## src/rtl/adcseq_pkg.sv

```systemverilog
package adcseq_pkg;
  typedef enum logic [1:0] {
    SEQ_IDLE  = 2'd0,
    SEQ_CONV  = 2'd1,
    SEQ_PAUSE = 2'd2
  } seq_state_t;
endpackage

```

## src/rtl/adcseq_trig_sel.sv

```systemverilog
module adcseq_trig_sel #(
  parameter int SEL_W       = 2,
  parameter int SYNC_STAGES = 2,
  localparam int SRC_N      = 2 ** SEL_W,
  localparam int EXT_N      = SRC_N - 1
) (
  input  logic             clk,
  input  logic             rst,
  input  logic [SEL_W-1:0] sel,
  input  logic             sw_start,
  input  logic [EXT_N-1:0] ext_trig,
  output logic             trig_hit
);
  logic [SRC_N-1:0] src;

  assign src[0] = sw_start;

  for (genvar g = 0; g < EXT_N; g++) begin : g_ext
    // SYNC_STAGES synchroniser flops plus one history flop for edge detect
    logic [SYNC_STAGES:0] shreg;
    always_ff @(posedge clk) begin
      if (rst) shreg <= '0;
      else     shreg <= {shreg[SYNC_STAGES-1:0], ext_trig[g]};
    end
    assign src[g+1] = shreg[SYNC_STAGES-1] & ~shreg[SYNC_STAGES];

    // an edge pulse never lasts two cycles, so a held level cannot retrigger
    AST_EDGE_SINGLE: assert property (@(posedge clk) disable iff (rst)
      src[g+1] |=> !src[g+1]);
  end

  assign trig_hit = src[sel];
endmodule

```

## src/rtl/adcseq_chan_next.sv

```systemverilog
module adcseq_chan_next #(
  parameter int CH_W = 4
) (
  input  logic            from_idle,
  input  logic [CH_W-1:0] start_ch,
  input  logic [CH_W-1:0] end_ch,
  input  logic [CH_W-1:0] last_ch,
  output logic [CH_W-1:0] next_ch
);
  always_comb begin
    if (from_idle || last_ch == end_ch) next_ch = start_ch;
    else                                next_ch = last_ch + 1'b1; // modulo 2**CH_W
  end

  always_comb begin
    AST_NEXT_IN_WINDOW: assert (next_ch == start_ch || next_ch == last_ch + 1'b1);
  end
endmodule

```

## src/rtl/adcseq_fsm.sv

```systemverilog
module adcseq_fsm
  import adcseq_pkg::*;
#(
  parameter int CH_W = 4
) (
  input  logic            clk,
  input  logic            rst,
  input  logic            trig_hit,
  input  logic            busy_clr,
  input  logic            conv_done,
  input  logic [CH_W-1:0] next_ch,
  input  logic [CH_W-1:0] start_ch,
  input  logic [CH_W-1:0] end_ch,
  output logic            in_idle,
  output logic            conv_start,
  output logic [CH_W-1:0] conv_ch,
  output logic            busy,
  output logic [CH_W-1:0] done_ch
);
  seq_state_t state;
  logic       accept;

  assign accept  = trig_hit && (state != SEQ_CONV) && !busy_clr;
  assign in_idle = (state == SEQ_IDLE);

  always_ff @(posedge clk) begin
    if (rst) begin
      state      <= SEQ_IDLE;
      conv_start <= 1'b0;
      conv_ch    <= '0;
      busy       <= 1'b0;
      done_ch    <= '0;
    end else begin
      conv_start <= 1'b0;
      if (busy_clr) begin
        state <= SEQ_IDLE;
        busy  <= 1'b0;
      end else if (accept) begin
        state      <= SEQ_CONV;
        conv_start <= 1'b1;
        conv_ch    <= next_ch;
        busy       <= 1'b1;
      end else if (state == SEQ_CONV && conv_done) begin
        state   <= SEQ_PAUSE;
        done_ch <= conv_ch;
      end
    end
  end

  AST_START_PULSE: assert property (@(posedge clk) disable iff (rst)
    conv_start |=> !conv_start);
  AST_START_BUSY: assert property (@(posedge clk) disable iff (rst)
    conv_start |-> busy);
  AST_NO_RESTART: assert property (@(posedge clk) disable iff (rst)
    (state == SEQ_CONV && !conv_done && !busy_clr) |=> (!conv_start && $stable(conv_ch)));
  AST_STOP: assert property (@(posedge clk) disable iff (rst)
    busy_clr |=> (!busy && !conv_start));
  AST_DONE_LATCH: assert property (@(posedge clk) disable iff (rst)
    (state == SEQ_CONV && conv_done && !busy_clr) |=> (done_ch == $past(conv_ch)));
  AST_WRAP_START: assert property (@(posedge clk) disable iff (rst)
    (state == SEQ_PAUSE && accept && conv_ch == end_ch) |=> (conv_ch == $past(start_ch)));
  AST_BUSY_HOLD: assert property (@(posedge clk) disable iff (rst)
    (busy && !busy_clr) |=> busy);
endmodule

```

## src/rtl/adc_pause_seq.sv

```systemverilog
module adc_pause_seq #(
  parameter int CH_W        = 4,
  parameter int SEL_W       = 2,
  parameter int SYNC_STAGES = 2,
  localparam int EXT_N      = 2 ** SEL_W - 1
) (
  input  logic             clk,
  input  logic             rst,
  input  logic [CH_W-1:0]  cfg_start_ch,
  input  logic [CH_W-1:0]  cfg_end_ch,
  input  logic [SEL_W-1:0] cfg_trig_sel,
  input  logic             sw_start,
  input  logic [EXT_N-1:0] ext_trig,
  input  logic             busy_clr,
  input  logic             conv_done,
  output logic             conv_start,
  output logic [CH_W-1:0]  conv_ch,
  output logic             busy,
  output logic [CH_W-1:0]  done_ch
);
  logic            trig_hit;
  logic            in_idle;
  logic [CH_W-1:0] next_ch;

  adcseq_trig_sel #(.SEL_W(SEL_W), .SYNC_STAGES(SYNC_STAGES)) trig_i (
    .clk      (clk),
    .rst      (rst),
    .sel      (cfg_trig_sel),
    .sw_start (sw_start),
    .ext_trig (ext_trig),
    .trig_hit (trig_hit)
  );

  adcseq_chan_next #(.CH_W(CH_W)) next_i (
    .from_idle (in_idle),
    .start_ch  (cfg_start_ch),
    .end_ch    (cfg_end_ch),
    .last_ch   (conv_ch),
    .next_ch   (next_ch)
  );

  adcseq_fsm #(.CH_W(CH_W)) fsm_i (
    .clk        (clk),
    .rst        (rst),
    .trig_hit   (trig_hit),
    .busy_clr   (busy_clr),
    .conv_done  (conv_done),
    .next_ch    (next_ch),
    .start_ch   (cfg_start_ch),
    .end_ch     (cfg_end_ch),
    .in_idle    (in_idle),
    .conv_start (conv_start),
    .conv_ch    (conv_ch),
    .busy       (busy),
    .done_ch    (done_ch)
  );
endmodule

```

## config.mk

```make
export PLATFORM = sky130hd
export DESIGN_NAME = adc_pause_seq
export DESIGN_NICKNAME = d
export VERILOG_FILES = /design/src/rtl/adcseq_pkg.sv /design/src/rtl/adcseq_trig_sel.sv /design/src/rtl/adcseq_chan_next.sv /design/src/rtl/adcseq_fsm.sv /design/src/rtl/adc_pause_seq.sv
export SDC_FILE = /design/constraint.sdc
export NUM_CORES = 1
export LEC_CHECK = 0
export ABC_AREA = 1
export BUFFER_PORTS_ARGS = -buffer_cell sky130_fd_sc_hd__buf_2
export CAP_MARGIN = 10
export CORE_MARGIN = 4
export CORE_UTILIZATION = 52
export CTS_BUF_LIST = sky130_fd_sc_hd__clkbuf_4
export DETAILED_ROUTE_END_ITERATION = 8
export GPL_TIMING_DRIVEN = 0
export HOLD_SLACK_MARGIN = 0.15
export PLACE_DENSITY = 0.92
export SLEW_MARGIN = 0
export SYNTH_ARGS = -nofsm -noshare
export SYNTH_HDL_FRONTEND = slang
export SYNTH_SLANG_ARGS = --single-unit
export TNS_END_PERCENT = 50
```

## constraint.sdc

```tcl
create_clock -name clk -period 1.25 [get_ports clk]
set_input_delay 0.0625 -clock clk [delete_from_list [all_inputs] [get_ports clk]]
set_output_delay 0.0625 -clock clk [all_outputs]
set_load 0.02 [all_outputs]
```

==> results of run 1 <==
power by group through the flow:
stage               Clock, W  Sequential, W  Combinational [W]
floorplan                  0       0.000740          0.0000993
global placement           0       0.000726           0.000171
detailed placement         0       0.000727           0.000180
CTS                 0.000325       0.000713           0.000204
global route        0.000367       0.000716           0.000234
finish              0.000328       0.000713           0.000209
placed cells by master, fill, tap and decap left out, types with 2 or more instances in the layout:
| cell type | count |
|---|---|
| a21oi_1 | 8 |
| nand2_1 | 28 |
| inv_2 | 6 |
| o21ai_1 | 4 |
| nor2_1 | 12 |
| dlygate4sd3_1 | 10 |
| dfxtp_4 | 3 |
| buf_2 | 27 |
| nand2_2 | 4 |
| nor2_2 | 3 |
| clkbuf_4 | 3 |
| nand3_1 | 10 |
| dfxtp_2 | 2 |
| inv_1 | 22 |
| nor2_4 | 4 |
| dfxtp_1 | 16 |
area by class of cell:
class | count | area, um^2
Clock inverter | 1 | 5.005
Timing Repair Buffer | 37 | 235.2
Buffer | 1 | 3.754
Sequential cell | 21 | 434.2
Clock buffer | 3 | 22.52
Tap cell | 24 | 30.03
Multi-Input combinational cell | 80 | 406.6
Inverter | 28 | 105.1
Fill cell | 111 | 351.6
sequential cells by signal, summed over array words and instances (netlist names):
| name | count |
|---|---|
| fsm_i.done_ch | 4 |
| fsm_i.busy | 1 |
| fsm_i.conv_start | 1 |
| trig_i.g_ext.shreg | 9 |
| fsm_i.state | 2 |
| fsm_i.conv_ch | 4 |
cells in the mapped netlist (all sizes together):
cell,instances
nand3,10
o21ai,4
nor3,1
dfxtp,21
o211ai,1
nand2,32
a21oi,9
xnor2,1
inv,28
nor2,19
xor2,1
or2,1
ha,1
clkbuf,1
stage by stage:
step	worst slack, ns	util (%)	area, um^2	setup TNS, ns
detailed placement	0.01170	68.52	1092	0
CTS	-0.004843	76.69	1222	-0.005421
global route	-0.08075	77.94	1242	-0.2910
finish	0.03016	77.94	1242	0
global placement	0.06689	68.52	1092	0
floorplan	0.03255	-	927.1	0
metal layers:
layer  global-route usage, %  share of wire [%]  vias up
met5                       0                  0        -
met4                   8.756                2.3        0
met3                   5.325                7.1        9
met2                   36.30                 52       36
met1                   18.00                 38      425
li1                        -                  -      472
worst min-delay path: stages:
cell	delay, ns
buf_2	0.09
nand2_1	0.05
nor2_1	0.16
nor2_4	0.09
nand2_1	0.09
inv_1	0.04
timing repair:
item | in CTS | in global routing
hold buffers | 10 | 0
gates resized for setup | 2 | 9
pin swaps | 0 | 1
setup buffers | 0 | 0
endpoints found under the hold margin | 12 | 0
setup endpoints to repair | 2 | 8
worst max-delay path by stage:
stage / startpoint / to / slack (ns) / depth (start not counted)
2_1_floorplan: fsm_i.conv_ch[0] / fsm_i.conv_ch[3] / 0.03 / 9
3_3_place_gp: fsm_i.conv_ch[0] / fsm_i.conv_ch[3] / 0.07 / 9
3_5_place_dp: fsm_i.conv_ch[3] / fsm_i.conv_ch[3] / 0.01 / 9
4_1_cts: fsm_i.conv_ch[1] / fsm_i.conv_ch[3] / -0.005 / 9
5_1_grt: fsm_i.conv_ch[0] / fsm_i.conv_ch[2] / -0.08 / 9
6_report: fsm_i.conv_ch[0] / fsm_i.conv_ch[2] / 0.03 / 9
cells by family after synthesis:
logic type | count (synthesis)
simple gates | 63
fa+ha+maj | 1
buf+inv | 29
xor+xnor | 2
compound gates | 14
flops | 21
==> impl_metrics.ini, run 1 <==
[synthesis]
avgSynthCellArea_um2 = 7.132
synth-xor-area-share_pct = 1.889
yosys.area_share.simple_pct = 31.85
syn_inst = 130
synth_warnings = 0
synth_area_leaders = dfxtp_1, nand2_1, inv_1
synth_compound_area_share_pct = 7.827
synthAdderAreaFrac_pct = 1.350
muxShareOfSynthArea_pct = 0
synth_area_um2 = 927.1
yosysTopAreaCellShare_pct = 45.34
ys_seq_area_share_pct = 45.34
yosysUniqueCellTypes = 18
synth_top_area_cell = dfxtp_1
synth_top_family_by_area = simple AND/OR/NAND/NOR gates
synth-seq-cells = 21
synthesis.nets = 149

[run_status]
status = completed

[critical_path]
crit_fanout = 5
slowest_stage = dfxtp_4
cpPeakStageDelay_ns = 0.38
startpoint_type = flop
r2r-end = fsm_i.conv_ch[2]
reg2reg_from = fsm_i.conv_ch[0]
crit_top_cell = nand2_1
r2r.worst_path.cells = 9
cp_cell_sequence = inv_2 -> nand2_1 -> nand2_1 -> nor2_2 -> nand2_2 -> nand2_2 -> nand2_1 -> nand3_1 -> a21oi_1
worst_ep_required_time_ns = 1.48
critPathBufInv = 1
end_kind = flop
arrival_ns = 1.45
r2r_slack_ns = 0.03
critical-path-top-delay-family = simple AND/OR/NAND/NOR gates
crit_type = reg -> reg

[power]
finalPower_w = 0.001249
leakagePower_nw = 0.6612
swShare_pct = 27.61
power.density_nw_per_um2 = 1006
ir_drop_v = 0.0007735
seqPwrFrac_pct = 57.0
intPower_w = 0.0009044
switchingPower_w = 0.0003450
power_frac_clock_pct = 26.2
combPwrFrac_pct = 16.7

[clocking]
clk_pin_slew_ns = 0.12
cts-root-buf = clkbuf_4
insertion_delay_ns = 0.31
clock_path_buffers = 2
cts.sinks = 21
cts_made_buffers = 3
htree_levels = 1
tritoncts = yes

[timing]
setup_viol_count_final = 0
finalCritPeriodShare_pct = 97.59
rsz0062_at_grt = yes
hold-worst-slack_ns = 0.3069
final_max_slew_viol_count = 0
period_minus_slack_ns = 1.220
timing.fmax_mhz = 819.8
tightestPinTransition_ns = 0.4133
relSlewSlack_pct = 72.44
hold_viol = 0
skew_ns = 0.01019

[global_route]
grt_pass1_vias = 913
grt_pass1_wl_um = 3615
grt_usage_pct = 18.78
grt_max_degree = 13
antenna_found_initial = 0
gr-total-overflow = 0

[die]
initial_core_util_pct = 58.16
io-pin-count = 28
die_area_um2 = 2523
die_y_um = 50.23
rows = 14
fp.coreArea_um2 = 1594
die_w_um = 50.23

[hold_path]
hold_start = cfg_trig_sel[1]
hold_depth = 6
hold_class = in -> reg
hold_end = fsm_i.conv_start

[route]
drt_iter0_markers = 26
antenna_left = 0
vias_per_cell = 4.831
routed_wirelength_um = 2133
drc = 0
vias = 942
routedWlPerCell_um = 10.94
drtPass1Iterations = 4

[layout]
finalNonFillerCells = 195
drive_gt1_share_pct = 32.16
area_growth_pct = 34.01
diodes = 0
final_nets = 191

[place]
port_buffers = 27
post-place-cells = 181
place.gp.congestion = 0.7892
hpwlAfterDp_um = 1571

[job]
maxCapViolations = 0
No activity file was read; power rests on OpenSTA's default activity.
==> run 2, diff against run 1 <==
Settings changed: CAP_MARGIN 10 to not set, CORE_ASPECT_RATIO set to 1.4, CORE_UTILIZATION 52 to 45, PLACE_DENSITY 0.92 to 0.82, RECOVER_POWER set to 50.
==> run 2 against run 1 <==
  * Routed wire length down 5.0%
  * Final area down 0.71%
  * Sequential share of layout area down 0.16 points
  * Fmax up 3.8%
  * Combinational power is essentially flat
  * Register-to-register slack improved by 0.04 ns
  * Die area up 13%
  * Final cell count decreased by 1.0%
  * Utilization down 15 points
  * Via count is 4.4% lower
  * Largest cell class unchanged
==> impl_metrics.ini, run 2 (synthesis gave the netlist of run 1 again) <==
[run_status]
status = completed

[critical_path]
worst_ep_required_time_ns = 1.43
cpPeakStageDelay_ns = 0.39
crit_fanout = 5
cp_cell_sequence = inv_2 -> nand2_1 -> nand2_1 -> nor2_1 -> nand2_2 -> nand2_2 -> nand2_1 -> nand3_1 -> a21oi_1
arrival_ns = 1.36
critPathBufInv = 1
end_kind = flop
startpoint_type = flop
crit_type = reg -> reg
critical-path-top-delay-family = simple AND/OR/NAND/NOR gates
crit_top_cell = nand2_1
slowest_stage = dfxtp_2

[die]
fp.coreArea_um2 = 1973
io-pin-count = 28
die_y_um = 61.71
die_w_um = 46.36
die_area_um2 = 2861
rows = 19
initial_core_util_pct = 46.99

[clocking]
cts_made_buffers = 3
clock_path_buffers = 2
cts.sinks = 21
insertion_delay_ns = 0.30
cts-root-buf = clkbuf_4
clk_pin_slew_ns = 0.11
htree_levels = 1
tritoncts = yes

[route]
antenna_left = 0
vias = 901
drt_iter0_markers = 11
drc = 0
routedWlPerCell_um = 10.50
routed_wirelength_um = 2026
drtPass1Iterations = 4
vias_per_cell = 4.668

[power]
swShare_pct = 26.78
leakagePower_nw = 0.6352
seqPwrFrac_pct = 57.7
ir_drop_v = 0.0009309
power.density_nw_per_um2 = 1005
combPwrFrac_pct = 16.8
switchingPower_w = 0.0003320
intPower_w = 0.0009074
power_frac_clock_pct = 25.5

[global_route]
grt_max_degree = 13
grt_usage_pct = 15.25
gr-total-overflow = 0
grt_pass1_vias = 862
grt_pass1_wl_um = 3160
antenna_found_initial = 0

[timing]
period_minus_slack_ns = 1.175
final_max_slew_viol_count = 0
hold-worst-slack_ns = 0.2902
setup_viol_count_final = 0
skew_ns = 0.002427
layout_setup_ws_ns = 0.07496
finalCritPeriodShare_pct = 94.00
hold_viol = 0
tightestPinTransition_ns = 0.3794
relSlewSlack_pct = 74.70
rsz0062_at_grt = yes
finalSetupTns_ns = 0
timing.fmax_mhz = 851.0

[layout]
regMostFlops = trig_i.g_ext.shreg
diodes = 0
largest_reg_flops = 9
finalNonFillerCells = 193
register_area_um2 = 429.2
drive_gt1_share_pct = 28.49
fillers = 183
area_growth_pct = 33.06
layout_commonest_cell = nand2_1
final_cell_area_um2 = 1234
reg_top3 = trig_i.g_ext.shreg x9, fsm_i.conv_ch x4, fsm_i.done_ch x4
layout_common_cells = nand2_1, inv_1, buf_2
final_nets = 192
multi_input_area_um2 = 407.9

[place]
place.gp.congestion = 0.8966
port_buffers = 27
post-place-cells = 178
placed_area_um2 = 1089
preCtsSetupSlack_ns = 0.03694
hpwlAfterDp_um = 1475

[hold_path]
hold_class = in -> reg

[job]
maxCapViolations = 0
-- run 2: tightest hold or removal path, stage by stage --
cell and delay, ns:
buf_2 0.12, nand2_1 0.06, nand2_1 0.06, nand2_2 0.07, nor2_4 0.05, nand3_1 0.07
a21oi_1 0.05
-- run 2: worst paths after layout --
| path | startpoint | endpoint | slack [ns] | depth (start not counted) |
|---|---|---|---|---|
| min | cfg_trig_sel[0] | fsm_i.conv_ch[3] | 0.29 | 7 |
| max reg2reg | fsm_i.conv_ch[1] | fsm_i.conv_ch[3] | 0.07 | 9 |
| min reg2reg | trig_i.g_ext[0].shreg[0] | trig_i.g_ext[0].shreg[1] | 0.42 | 2 |
| max | fsm_i.conv_ch[1] | fsm_i.conv_ch[3] | 0.07 | 9 |
-- run 2: repair_timing --
item	CTS	global route
hold buffers	10	0
endpoints found under the hold margin	10	0
setup endpoints to repair	0	6
gates resized for setup	0	9
buffers inserted	0	1
-- run 2: final cells by class --
cell class / instances / share of cell area, %
Clock buffer: 3 / 1.826
Inverter: 28 / 8.519
Sequential cell: 21 / 34.79
Clock inverter: 1 / 0.4057
Timing Repair Buffer: 38 / 18.97
Buffer: 1 / 0.3043
Tap cell: 21 / 2.130
Multi-Input combinational cell: 80 / 33.06
-- run 2: metrics by stage --
step | total power [W] | utilization (%)
4_1_cts | 0.001249 | 61.64
3_5_place_dp | 0.0009060 | 55.17
6_report | 0.001239 | 62.52
2_1_floorplan | 0.0008391 | -
5_1_grt | 0.001301 | 62.52
3_3_place_gp | 0.0008989 | 55.17
-- run 2: power by group through the flow --
| stage | Clock, W | Sequential, W | Combinational, W |
|---|---|---|---|
| final | 0.000316 | 0.000715 | 0.000208 |
| after global placement | 0 | 0.000727 | 0.000172 |
| after floorplan | 0 | 0.000740 | 0.0000993 |
| after detailed placement | 0 | 0.000729 | 0.000177 |
| after global routing | 0.000351 | 0.000718 | 0.000232 |
| after CTS | 0.000334 | 0.000714 | 0.000202 |
-- run 2: routing by layer --
metal | vias to the layer above | GRT usage (%) | wire length (um)
li1 | 478 | - | -
met1 | 388 | 14.46 | 822
met2 | 28 | 29.92 | 1031
met3 | 7 | 1.729 | 119
met4 | 0 | 8.943 | 52
met5 | - | 0 | 0
